## src/rtl/nbx_codec.sv

```systemverilog
module nbx_codec #(
  parameter int M_BITS     = 2,
  parameter int N_BITS     = 4,
  parameter int SW_MAX     = 3,
  parameter int K_NEAR     = 2,
  parameter int K_FAR      = 1,
  parameter int DYN_LIM    = -3,
  parameter int GLITCH_LIM = 3
) (
  input  logic              clk,
  input  logic              rst_n,
  input  logic              in_valid,
  input  logic [M_BITS-1:0] in_data,
  output logic              code_valid,
  output logic [N_BITS-1:0] code,
  input  logic              rx_valid,
  input  logic [N_BITS-1:0] rx_code,
  output logic              out_valid,
  output logic [M_BITS-1:0] out_data
);
  localparam int NWORDS = 1 << N_BITS;
  localparam int NDATA  = 1 << M_BITS;

  function automatic bit pair_ok(input logic [N_BITS-1:0] a, input logic [N_BITS-1:0] b);
    int tr [N_BITS+4];
    int sw;
    int c;
    bit ok;
    ok = 1'b1;
    sw = 0;
    for (int i = 0; i < N_BITS + 4; i++) tr[i] = 0;
    for (int i = 0; i < N_BITS; i++) begin
      tr[i+2] = int'(b[i]) - int'(a[i]);
      if (tr[i+2] != 0) sw++;
    end
    if (sw > SW_MAX) ok = 1'b0;
    for (int i = 0; i < N_BITS; i++) begin
      c = K_NEAR * (tr[i+1] + tr[i+3]) + K_FAR * (tr[i] + tr[i+4]);
      if (tr[i+2] == 1 && !(c > DYN_LIM)) ok = 1'b0;
      if (tr[i+2] == -1 && !(c < -DYN_LIM)) ok = 1'b0;
      if (tr[i+2] == 0 && !(c > -GLITCH_LIM && c < GLITCH_LIM)) ok = 1'b0;
    end
    return ok;
  endfunction

  function automatic logic [NWORDS-1:0] usable_set();
    logic [NWORDS-1:0] s;
    int cnt;
    s = '1;
    for (int it = 0; it < NWORDS; it++) begin
      for (int a = 0; a < NWORDS; a++) begin
        if (s[a]) begin
          cnt = 0;
          for (int b = 0; b < NWORDS; b++)
            if (s[b] && pair_ok(N_BITS'(a), N_BITS'(b))) cnt++;
          if (cnt < NDATA) s[a] = 1'b0;
        end
      end
    end
    return s;
  endfunction

  localparam logic [NWORDS-1:0] IN_SET = usable_set();

  logic [N_BITS-1:0] enc_q, enc_next;
  logic [N_BITS-1:0] dec_q;
  logic [M_BITS-1:0] dec_rank;
  int                enc_cnt;
  int                dec_cnt;

  assign code = enc_q;

  always_comb begin
    enc_next = enc_q;
    enc_cnt  = 0;
    for (int w = 0; w < NWORDS; w++) begin
      if (IN_SET[w] && pair_ok(enc_q, N_BITS'(w))) begin
        if (enc_cnt == int'(in_data)) enc_next = N_BITS'(w);
        enc_cnt++;
      end
    end
  end

  always_comb begin
    dec_cnt = 0;
    for (int w = 0; w < NWORDS; w++)
      if (IN_SET[w] && N_BITS'(w) < rx_code && pair_ok(dec_q, N_BITS'(w))) dec_cnt++;
    dec_rank = M_BITS'(dec_cnt);
  end

  always_ff @(posedge clk or negedge rst_n) begin
    if (!rst_n) begin
      enc_q      <= '0;
      code_valid <= 1'b0;
    end else begin
      code_valid <= in_valid;
      if (in_valid) enc_q <= enc_next;
    end
  end

  always_ff @(posedge clk or negedge rst_n) begin
    if (!rst_n) begin
      dec_q     <= '0;
      out_valid <= 1'b0;
      out_data  <= '0;
    end else begin
      out_valid <= rx_valid;
      if (rx_valid) begin
        dec_q    <= rx_code;
        out_data <= dec_rank;
      end
    end
  end
endmodule

```

## config.mk

```make
export PLATFORM = sky130hd
export DESIGN_NAME = nbx_codec
export DESIGN_NICKNAME = d
export VERILOG_FILES = /design/src/rtl/nbx_codec.sv
export SDC_FILE = /design/constraint.sdc
export NUM_CORES = 1
export LEC_CHECK = 0
export CORE_UTILIZATION = 45
export DETAILED_ROUTE_END_ITERATION = 8
export SYNTH_ARGS = -nofsm -noshare
export SYNTH_HDL_FRONTEND = slang
export SYNTH_SLANG_ARGS = --single-unit
```

## constraint.sdc

```tcl
create_clock -name clk -period 34 [get_ports clk]
set_input_delay 6.8 -clock clk [delete_from_list [all_inputs] [get_ports clk]]
set_output_delay 6.8 -clock clk [all_outputs]
set_load 0.01 [all_outputs]
```

* Word-level counts from Yosys, hierarchy flattened *
Index checks and enable logic that the tools add are counted.
W data, S select, Z words.

storage, ports and cells
  output and inout port bits = 8
  input port bits = 10
  logic and storage cells = 1401
  register bits after elaboration = 12

operators by class
  reduce and logical (&&, ||, !) cells = 529
  equal/unequal tests = 47
  add/subtract/negate cells = 137
  magnitude comparators = 144
  mux-type cells = 539

operators by type and width
  kind                     count
  $gt A32 B3 Y1 const B    76
  $mux W32                 70
  $lt A32 B3 Y1 const B    44
  $add A32 B2 Y32 const B  42
  $logic_not A32 Y1        16
  $reduce_bool A32 Y1      16
  $eq A32 B3 Y1            15
  $mux W1                  422
  $logic_and A1 B1 Y1      352
  $add A4 B2 Y5            32
  $logic_not A1 Y1         144
  $mux W4                  32
  $add A3 B2 Y4            16
  $add A2 B2 Y3            16
  $eq A2 B1 Y1 const B     16
  $eq A2 B2 Y1 const B     16
  $lt A4 B4 Y1 const A     8
  $sub A1 B1 Y2 const A    16
  $mux W2                  15
  $add A2 B2 Y2 const B    14
  $lt A3 B4 Y1 const A     4
  $gt A5 B3 Y1 const B     2
  $lt A5 B3 Y1 const B     2
  $gt A4 B3 Y1 const B     2
  other kinds (5)          8

* Logic depth before layout (Yosys ltp) *
Gate-level depths: netlist (run 1).

  depth after elaboration = 55
  depth in mapped cells = 60
  depth with buffers taken out = 58

* Worst setup path after synthesis (run 1) *
Ideal clock, no wire load.

  path kind = reg2reg
  start = register enc_q[0], in the netlist code[0]
  end = register enc_q[3], in the netlist code[3]
  arrival time = 12.021 ns
  cell stages (with the launch flop) = 59
  buffers on the path = 2
  setup slack = 21.891 ns
  setup time = 0.088 ns
  cell sequence = dfrtp_1 > buf_2 > inv_1 > ha_1 > buf_4 > and2_1 > inv_1 > fa_1 > a21oi_1 > a2111o_1 > inv_1 > ha_1 > xor2_2 > inv_1 > ha_1 > inv_1 > or3_1 > o31a_1 > [... 23 more ...] > mux2i_1 > a31oi_1 > ha_1 > nand2_1 > a21boi_0 > inv_1 > ha_1 > inv_1 > mux2i_1 > ha_1 > xor2_1 > nor3_1 > a31oi_1 > nor4b_1 > or3b_2 > o22ai_1 > nand3_1 > a41oi_1

on the way
  word-level cells in the longest chain between the ends = 55
  elaborated cells between the ends (all ways) = 589
  classes of those cells = 50 x add/sub; 48 x order compare; 19 x eq/ne; 284 x mux; 188 x reduce/logical

ends and longest elaborated chain
  what                                      line    text
  start, declared                           65      logic [N_BITS-1:0] enc_q, enc_next;
  start signal, assigned                    97      if (in_valid) enc_q <= enc_next;
  $sub A1 B1 Y2                             33      tr[i+2] = int'(b[i]) - int'(a[i]);
  $reduce_bool A32 Y1                       34      if (tr[i+2] != 0) sw++;
  $mux W1                                   34
  $add A32 B2 Y32                           34
  $mux W32                                  34
  $add A32 B2 Y32                           34
  $mux W32                                  34
  $add A32 B2 Y32                           34
  [... 39 more ...]                         --
  $mux W32 or $mux W4 (tied branches)       77, 78
  $add A32 B2 Y32 (tied with other cells)   79      enc_cnt++;
  $mux W32 or $mux W4 (tied branches)       77, 78
  $add A32 B2 Y32 (tied with other cells)   79
  $mux W32 or $mux W4 (tied branches)       77, 78
  $eq A32 B3 Y1 or $mux W4 (tied branches)  78, 77
  $mux W4                                   78      if (enc_cnt == int'(in_data)) enc_next = N_BITS'(w);
  $mux W4 *                                 77      if (IN_SET[w] && pair_ok(enc_q, N_BITS'(w))) begin

Every way passes the cells marked *; elsewhere a longest branch is shown, timed or not.
A chain may end at the register's enable or synchronous reset.

* Worst setup path in the final report (run 1) *
Same ends and word-level chain as after synthesis.

==> results of run 1 <==
## cells in the mapped netlist, types with 9 or more instances
master	count
a211oi_1	13
ha_1	57
xnor2_1	60
nand4_1	9
mux2i_1	12
fa_1	15
nor2_1	75
dfrtp_1	12
or3_1	16
nand3_1	22
buf_2	10
a21oi_1	56
a31oi_1	18
and3_1	16
o21ai_0	51
nor3_1	22
and2_1	10
nor2b_1	16
inv_1	59
nand2_1	81
nand2b_1	10
clkbuf_1	17
xor2_1	19
o211ai_1	9
## worst max-delay path, delay by kind of cell, from the launching register on
| kind | cells | cell delay, ns |
|---|---|---|
| XOR/XNOR | 2 | 0.47 |
| buffers and inverters | 9 | 1.13 |
| multiplexers | 3 | 0.63 |
| flip-flops | 1 | 0.80 |
| AND/OR/NAND/NOR | 12 | 2.53 |
| AO/OA/AOI/OAI | 15 | 3.17 |
| adder cells (fa/ha/maj) | 15 | 5.37 |
## cells by family (layout without fill, tap and decap cells)
| family | count (synthesis) | in the layout | share of synthesized area [%] |
|---|---|---|---|
| multiplexers | 19 | 19 | 3.06 |
| AND/OR/NAND/NOR | 336 | 336 | 27.2 |
| flip-flops | 12 | 12 | 4.62 |
| AO/OA/AOI/OAI | 246 | 246 | 26.3 |
| XOR/XNOR | 97 | 97 | 16.4 |
| adder cells (fa/ha/maj) | 74 | 74 | 15.9 |
| buffers and inverters | 101 | 90 | 6.55 |
## sequential cells by signal, indices dropped and copies added (netlist names)
register	flops
code	4
code_valid	1
dec_q	4
out_data	2
out_valid	1
## routing by layer
layer | vias to the layer above | track usage (%)
met5 | - | 0
met4 | 0 | 4.57
met3 | 17 | 1.03
met2 | 203 | 45.0
met1 | 3110 | 34.8
li1 | 3203 | -
## cell type report
class,instances,share of cell area [%]
inverter,63,3.46
multi-input combinational,772,84.4
clock buffer,4,1.30
sequential,12,4.39
timing repair buffer,23,3.15
tap,180,3.29
## final timing paths
check,from,to,slack (ns)
max,code[0],code[3],19.81
max reg2reg,code[0],code[3],19.81
min in group asynchronous,rst_n,code_valid,6.93
min reg2reg,out_data[1],out_data[1],0.51
max in group asynchronous,rst_n,dec_q[0],26.69
min,out_data[1],out_data[1],0.51
## metrics by stage
| step | area [µm²] | instances | utilization, % |
|---|---|---|---|
| floorplan | 6500 | 885 | - |
| CTS | 6840 | 1054 | 48.9 |
| detailed placement | 6750 | 1050 | 48.3 |
| finish | 6840 | 1054 | 48.9 |
| global route | 6840 | 1054 | 48.9 |
| global placement | 6750 | 1050 | 48.3 |
==> summary.md, run 1 <==
| Metric | Value |
|---|---|
| Wirelength per Cell | `17.7 µm` |
| Post-synth EDFFs | `0` |
| Worst path slowest cell | `ha_1` |
| Worst Hold Margin | `0.507 ns` |
| Critical Path RT | `34.16 ns` |
| Most common cell on crit path | `ha_1` |
| CTS Root Cell | `clkbuf_16` |
| Status | `completed` |
| Initial Util | `46.4%` |
| Final setup viols | `0` |
| Synth area leader | `ha_1` |
| Hold Buf Count CTS | `0` |
| Crit share post-route | `41.7%` |
| Die height | `122 µm` |
| Maxcap violations | `0` |
| Drt pass-1 iters | `5` |
| Register area | `300 µm²` |
| Post-synth top area share | `11.0%` |
| Metal2 WL | `9250 µm` |
| Commonest non-fill, non-tap cell in the layout | `nand2_1` |
| Area delta synth->final | `5.26%` |
| Initial antenna violation count | `0` |
| GPL Wtd Cong | `0.961` |
| Register area share after synthesis | `under 10%` |
| Largest net degree at the start of global routing | `33` |
| Post-route ant nets | `0` |
| Crit Path Max Fanout | `20` |
| Highest Signal Layer | `met4` |
| CP Class | `flop to flop` |
| Total GRT Usage | `25.6%` |
| Startpoint Class | `flop` |
| Worst-Skew Late Latency | `around 0.24 ns` |
| R2R depth | `56` |
| Synth Flop Type | `dfrtp_1` |
| Footprint of the multi-input gates | `roughly 5800 µm²` |
| Fmax | `70.5 MHz` |
| Syn Inst Count | `885` |
| TritonCTS clock tree | `done` |
| Die X | `~120 µm` |
| Total number of vias | `6,533` |
| Worst path max stage delay | `0.81 ns` |
| I/O Buffers | `17` |
| Average size of a mapped cell | `7.34 µm²` |
| Post-DP HPWL | `14,600 µm` |
| Final Critical Period | `around 14 ns` |
| CORE AREA | `14,000 µm²` |
| Grt ovf | `0` |
| Final #Nets | `between 900 and 1,000` |
| Clock Skews | `0.000517 ns` |
| FF+latch count, synth | `12` |
| Number of synthesis warnings | `0` |
| Hold/Removal Path Class | `flop to flop` |
| Die ar. | `14,900 µm²` |
| Slew Limit Fails | `0` |
| Drc violations | `0` |
| Io pins | `18` |
| Clock sinks | `12` |
| Ranking of synthesized cells by area | `ha_1 (11%), xnor2_1 (8.1%), nand2_1 (4.7%)` |
| Worst setup EP type | `flop` |
| Initial DRC Count | `579` |
| Post-synthesis net count | `slightly below 1,000` |
| Via-to-Cell Ratio | `6.20` |
| Synth cell types | `93` |
| First-pass GRT wire length | `between 30,000 and 40,000 µm` |
| DP Worst Slack | `20.03 ns` |
| Vias in the first global route | `about 6,000` |
| Ys async rst share | `100%` |
| Most frequent cells in the layout | `nand2_1 (81), nor2_1 (75), xnor2_1 (60)` |
| RSZ-0062 raised after global routing | `false` |
| Gates resized, CTS repair | `0` |
| DR WL met3 | `779 µm` |
| Row cnt | `between 40 and 50` |
| Post-CTS setup buffers | `0` |
| Num CTS Buffers | `3` |
| Worst-path clk slew | `0.05 ns` |
| Post-synth design cell area | `6500 µm²` |
| Total wire length | `between 15,000 and 20,000 µm` |
| Setup TNS Final | `0 ns` |
| Setup WS post-layout | `19.81 ns` |
| # diodes | `0` |
| Rel. slew slack | `25.7%` |
| H-tree depth | `1` |
| Metal-1 WL | `8400 µm` |
| Worst-Margin Slew | `1.11 ns` |
| Layout cell share with drive strength beyond 1 | `6.52%` |
| Bufs on Longest Clock Path | `2` |
| Fillers | `1,407` |
| Critical path data arrival time | `14.35 ns` |
| Hold depth | `1` |
| Final hold viol count | `0` |
Power of run 1 is not shown: default switching activity piles up to over one toggle a cycle in this logic, so the estimate is an artifact.
==> run 2: changes to the inputs <==
clock period = 14.55 ns   (was 34 ns; I/O delays follow)
==> summary.md, run 2 (synthesis results as in run 1) <==
| Metric | Value |
|---|---|
| Status | `completed (unchanged)` |
| TritonCTS clock tree | `done (unchanged)` |
| Crit share post-route | `91.7% (was 41.7%)` |
| Final hold viol count | `0 (unchanged)` |
| Critical Path RT | `14.71 ns (was 34.16 ns)` |
| Vias in the first global route | `6,332 (was 6,115)` |
| Drc violations | `0 (unchanged)` |
| Initial Util | `46.4% (unchanged)` |
| Total wire length | `18,800 µm (was 18,700 µm)` |
| Clock Skews | `0.000415 ns (was 0.000517 ns)` |
| Post-DP HPWL | `14,900 µm (was 14,600 µm)` |
| RSZ-0062 raised after global routing | `false (unchanged)` |
| Drt pass-1 iters | `5 (unchanged)` |
| Grt ovf | `0 (unchanged)` |
| Fmax | `74.9 MHz (was 70.5 MHz)` |
| Die X | `122 µm (unchanged)` |
| Fillers | `1,435 (was 1,407)` |
| Crit Path Max Fanout | `32 (was 20)` |
| Die ar. | `14,900 µm² (unchanged)` |
| Via-to-Cell Ratio | `6.21 (was 6.20)` |
| Final setup viols | `0 (unchanged)` |
| I/O Buffers | `17 (unchanged)` |
| Hold/Removal Path Class | `flop to flop (unchanged)` |
| # diodes | `0 (unchanged)` |
| Post-route ant nets | `0 (unchanged)` |
| Most frequent cells in the layout | `nand2_1 (81), nor2_1 (75), xnor2_1 (60) (unchanged)` |
| Initial antenna violation count | `0 (unchanged)` |
| Clock sinks | `12 (unchanged)` |
| Worst path max stage delay | `0.55 ns (was 0.81 ns)` |
| Worst-Margin Slew | `1.05 ns (was 1.11 ns)` |
| Num CTS Buffers | `3 (unchanged)` |
| GPL Wtd Cong | `0.935 (was 0.961)` |
| CORE AREA | `14,000 µm² (unchanged)` |
| Commonest non-fill, non-tap cell in the layout | `nand2_1 (unchanged)` |
| Worst-Skew Late Latency | `0.24 ns (about the same)` |
| First-pass GRT wire length | `31,200 µm (was 30,800 µm)` |
| Row cnt | `43 (unchanged)` |
| Worst setup EP type | `flop (unchanged)` |
| Io pins | `18 (unchanged)` |
| CTS Root Cell | `clkbuf_16 (unchanged)` |
| Hold depth | `1 (unchanged)` |
| Hold Buf Count CTS | `0 (unchanged)` |
| Final #Nets | `964 (was 957)` |
| Die height | `122 µm (unchanged)` |
| Bufs on Longest Clock Path | `2 (unchanged)` |
| Setup TNS Final | `0 ns (unchanged)` |
| Critical path data arrival time | `13.50 ns (was 14.35 ns)` |
| Initial DRC Count | `470 (was 579)` |
| Final Instance Area | `6920 µm² (was 6840 µm²)` |
| Total number of vias | `6,592 (was 6,533)` |
| Slew Limit Fails | `0 (unchanged)` |
| Total GRT Usage | `25.6% (about the same)` |
| Worst-path clk slew | `0.05 ns (about the same)` |
| Layout cell share with drive strength beyond 1 | `7.72% (was 6.52%)` |
| Wirelength per Cell | `17.7 µm (about the same)` |
| Setup WS post-layout | `1.21 ns (was 19.81 ns)` |
| DP Worst Slack | `0.894 ns (was 20.03 ns)` |
| Startpoint Class | `flop (unchanged)` |
| CP Class | `flop to flop (unchanged)` |
| Largest net degree at the start of global routing | `33 (unchanged)` |
| Rel. slew slack | `29.4% (was 25.7%)` |
| Most common cell on crit path | `ha_1 (unchanged)` |
| Post-DP Area | `6760 µm² (was 6750 µm²)` |
| Area delta synth->final | `6.47% (was 5.26%)` |
| Worst path slowest cell | `fa_1 (was ha_1)` |
| R2R depth | `57 (was 56)` |
| Final Critical Period | `13.34 ns (was 14.19 ns)` |
| Maxcap violations | `0 (unchanged)` |
| H-tree depth | `1 (unchanged)` |
==> run 2: worst paths after layout <==
kind / start / end / slack, ns
hold / removal: out_data[1] / out_data[1] / 0.51
max in group asynchronous: rst_n / dec_q[0] / 11.13
hold reg to reg: out_data[1] / out_data[1] / 0.51
setup reg to reg: code[3] / code[1] / 1.21
setup / recovery: code[3] / code[1] / 1.21
min in group asynchronous: rst_n / code_valid / 3.04
==> run 2: cell type report <==
class | instances | area [µm²] | area share, %
Clock buffer | 4 | 88.8 | 1.28
Inverter | 63 | 244 | 3.53
Multi-Input combinational cell | 772 | 5790 | 83.7
Sequential cell | 12 | 300 | 4.34
Tap cell | 180 | 225 | 3.26
Timing Repair Buffer | 30 | 268 | 3.87
==> run 2: critical path: cells and delay by family, from the launching register on <==
kind	cells	cell delay [ns]
AO/OA/AOI/OAI	16	3.27
XOR/XNOR	2	0.47
flip-flops	1	0.33
AND/OR/NAND/NOR	12	2.49
adder cells (fa/ha/maj)	15	4.94
multiplexers	3	0.63
buffers and inverters	9	1.11
==> run 2: metal layers <==
metal  share of wire [%]  routed length (µm)  up-vias  GRT usage [%]
li1                    -                   -     3213              -
met1                  44                8320     3167           33.0
met2                  49                9150      172           44.7
met3                 3.7                 688       40           1.64
met4                 3.4                 643        0           9.68
met5                   0                   0        -              0
==> run 2: per-stage QoR <==
stage / std cells / util, % / hold WS [ns]
floorplan: 885 / - / 0.551
global placement: 1051 / 48.3 / 0.498
detailed placement: 1051 / 48.3 / 0.504
CTS: 1055 / 48.9 / 0.514
global route: 1061 / 49.5 / 0.531
finish: 1061 / 49.5 / 0.508
==> run 2: timing repair <==
item,4_1_cts,5_1_grt
gates resized for setup,0,5
buffers inserted,0,6
setup endpoints to repair,0,4
Power of run 2 is left out for the same reason.
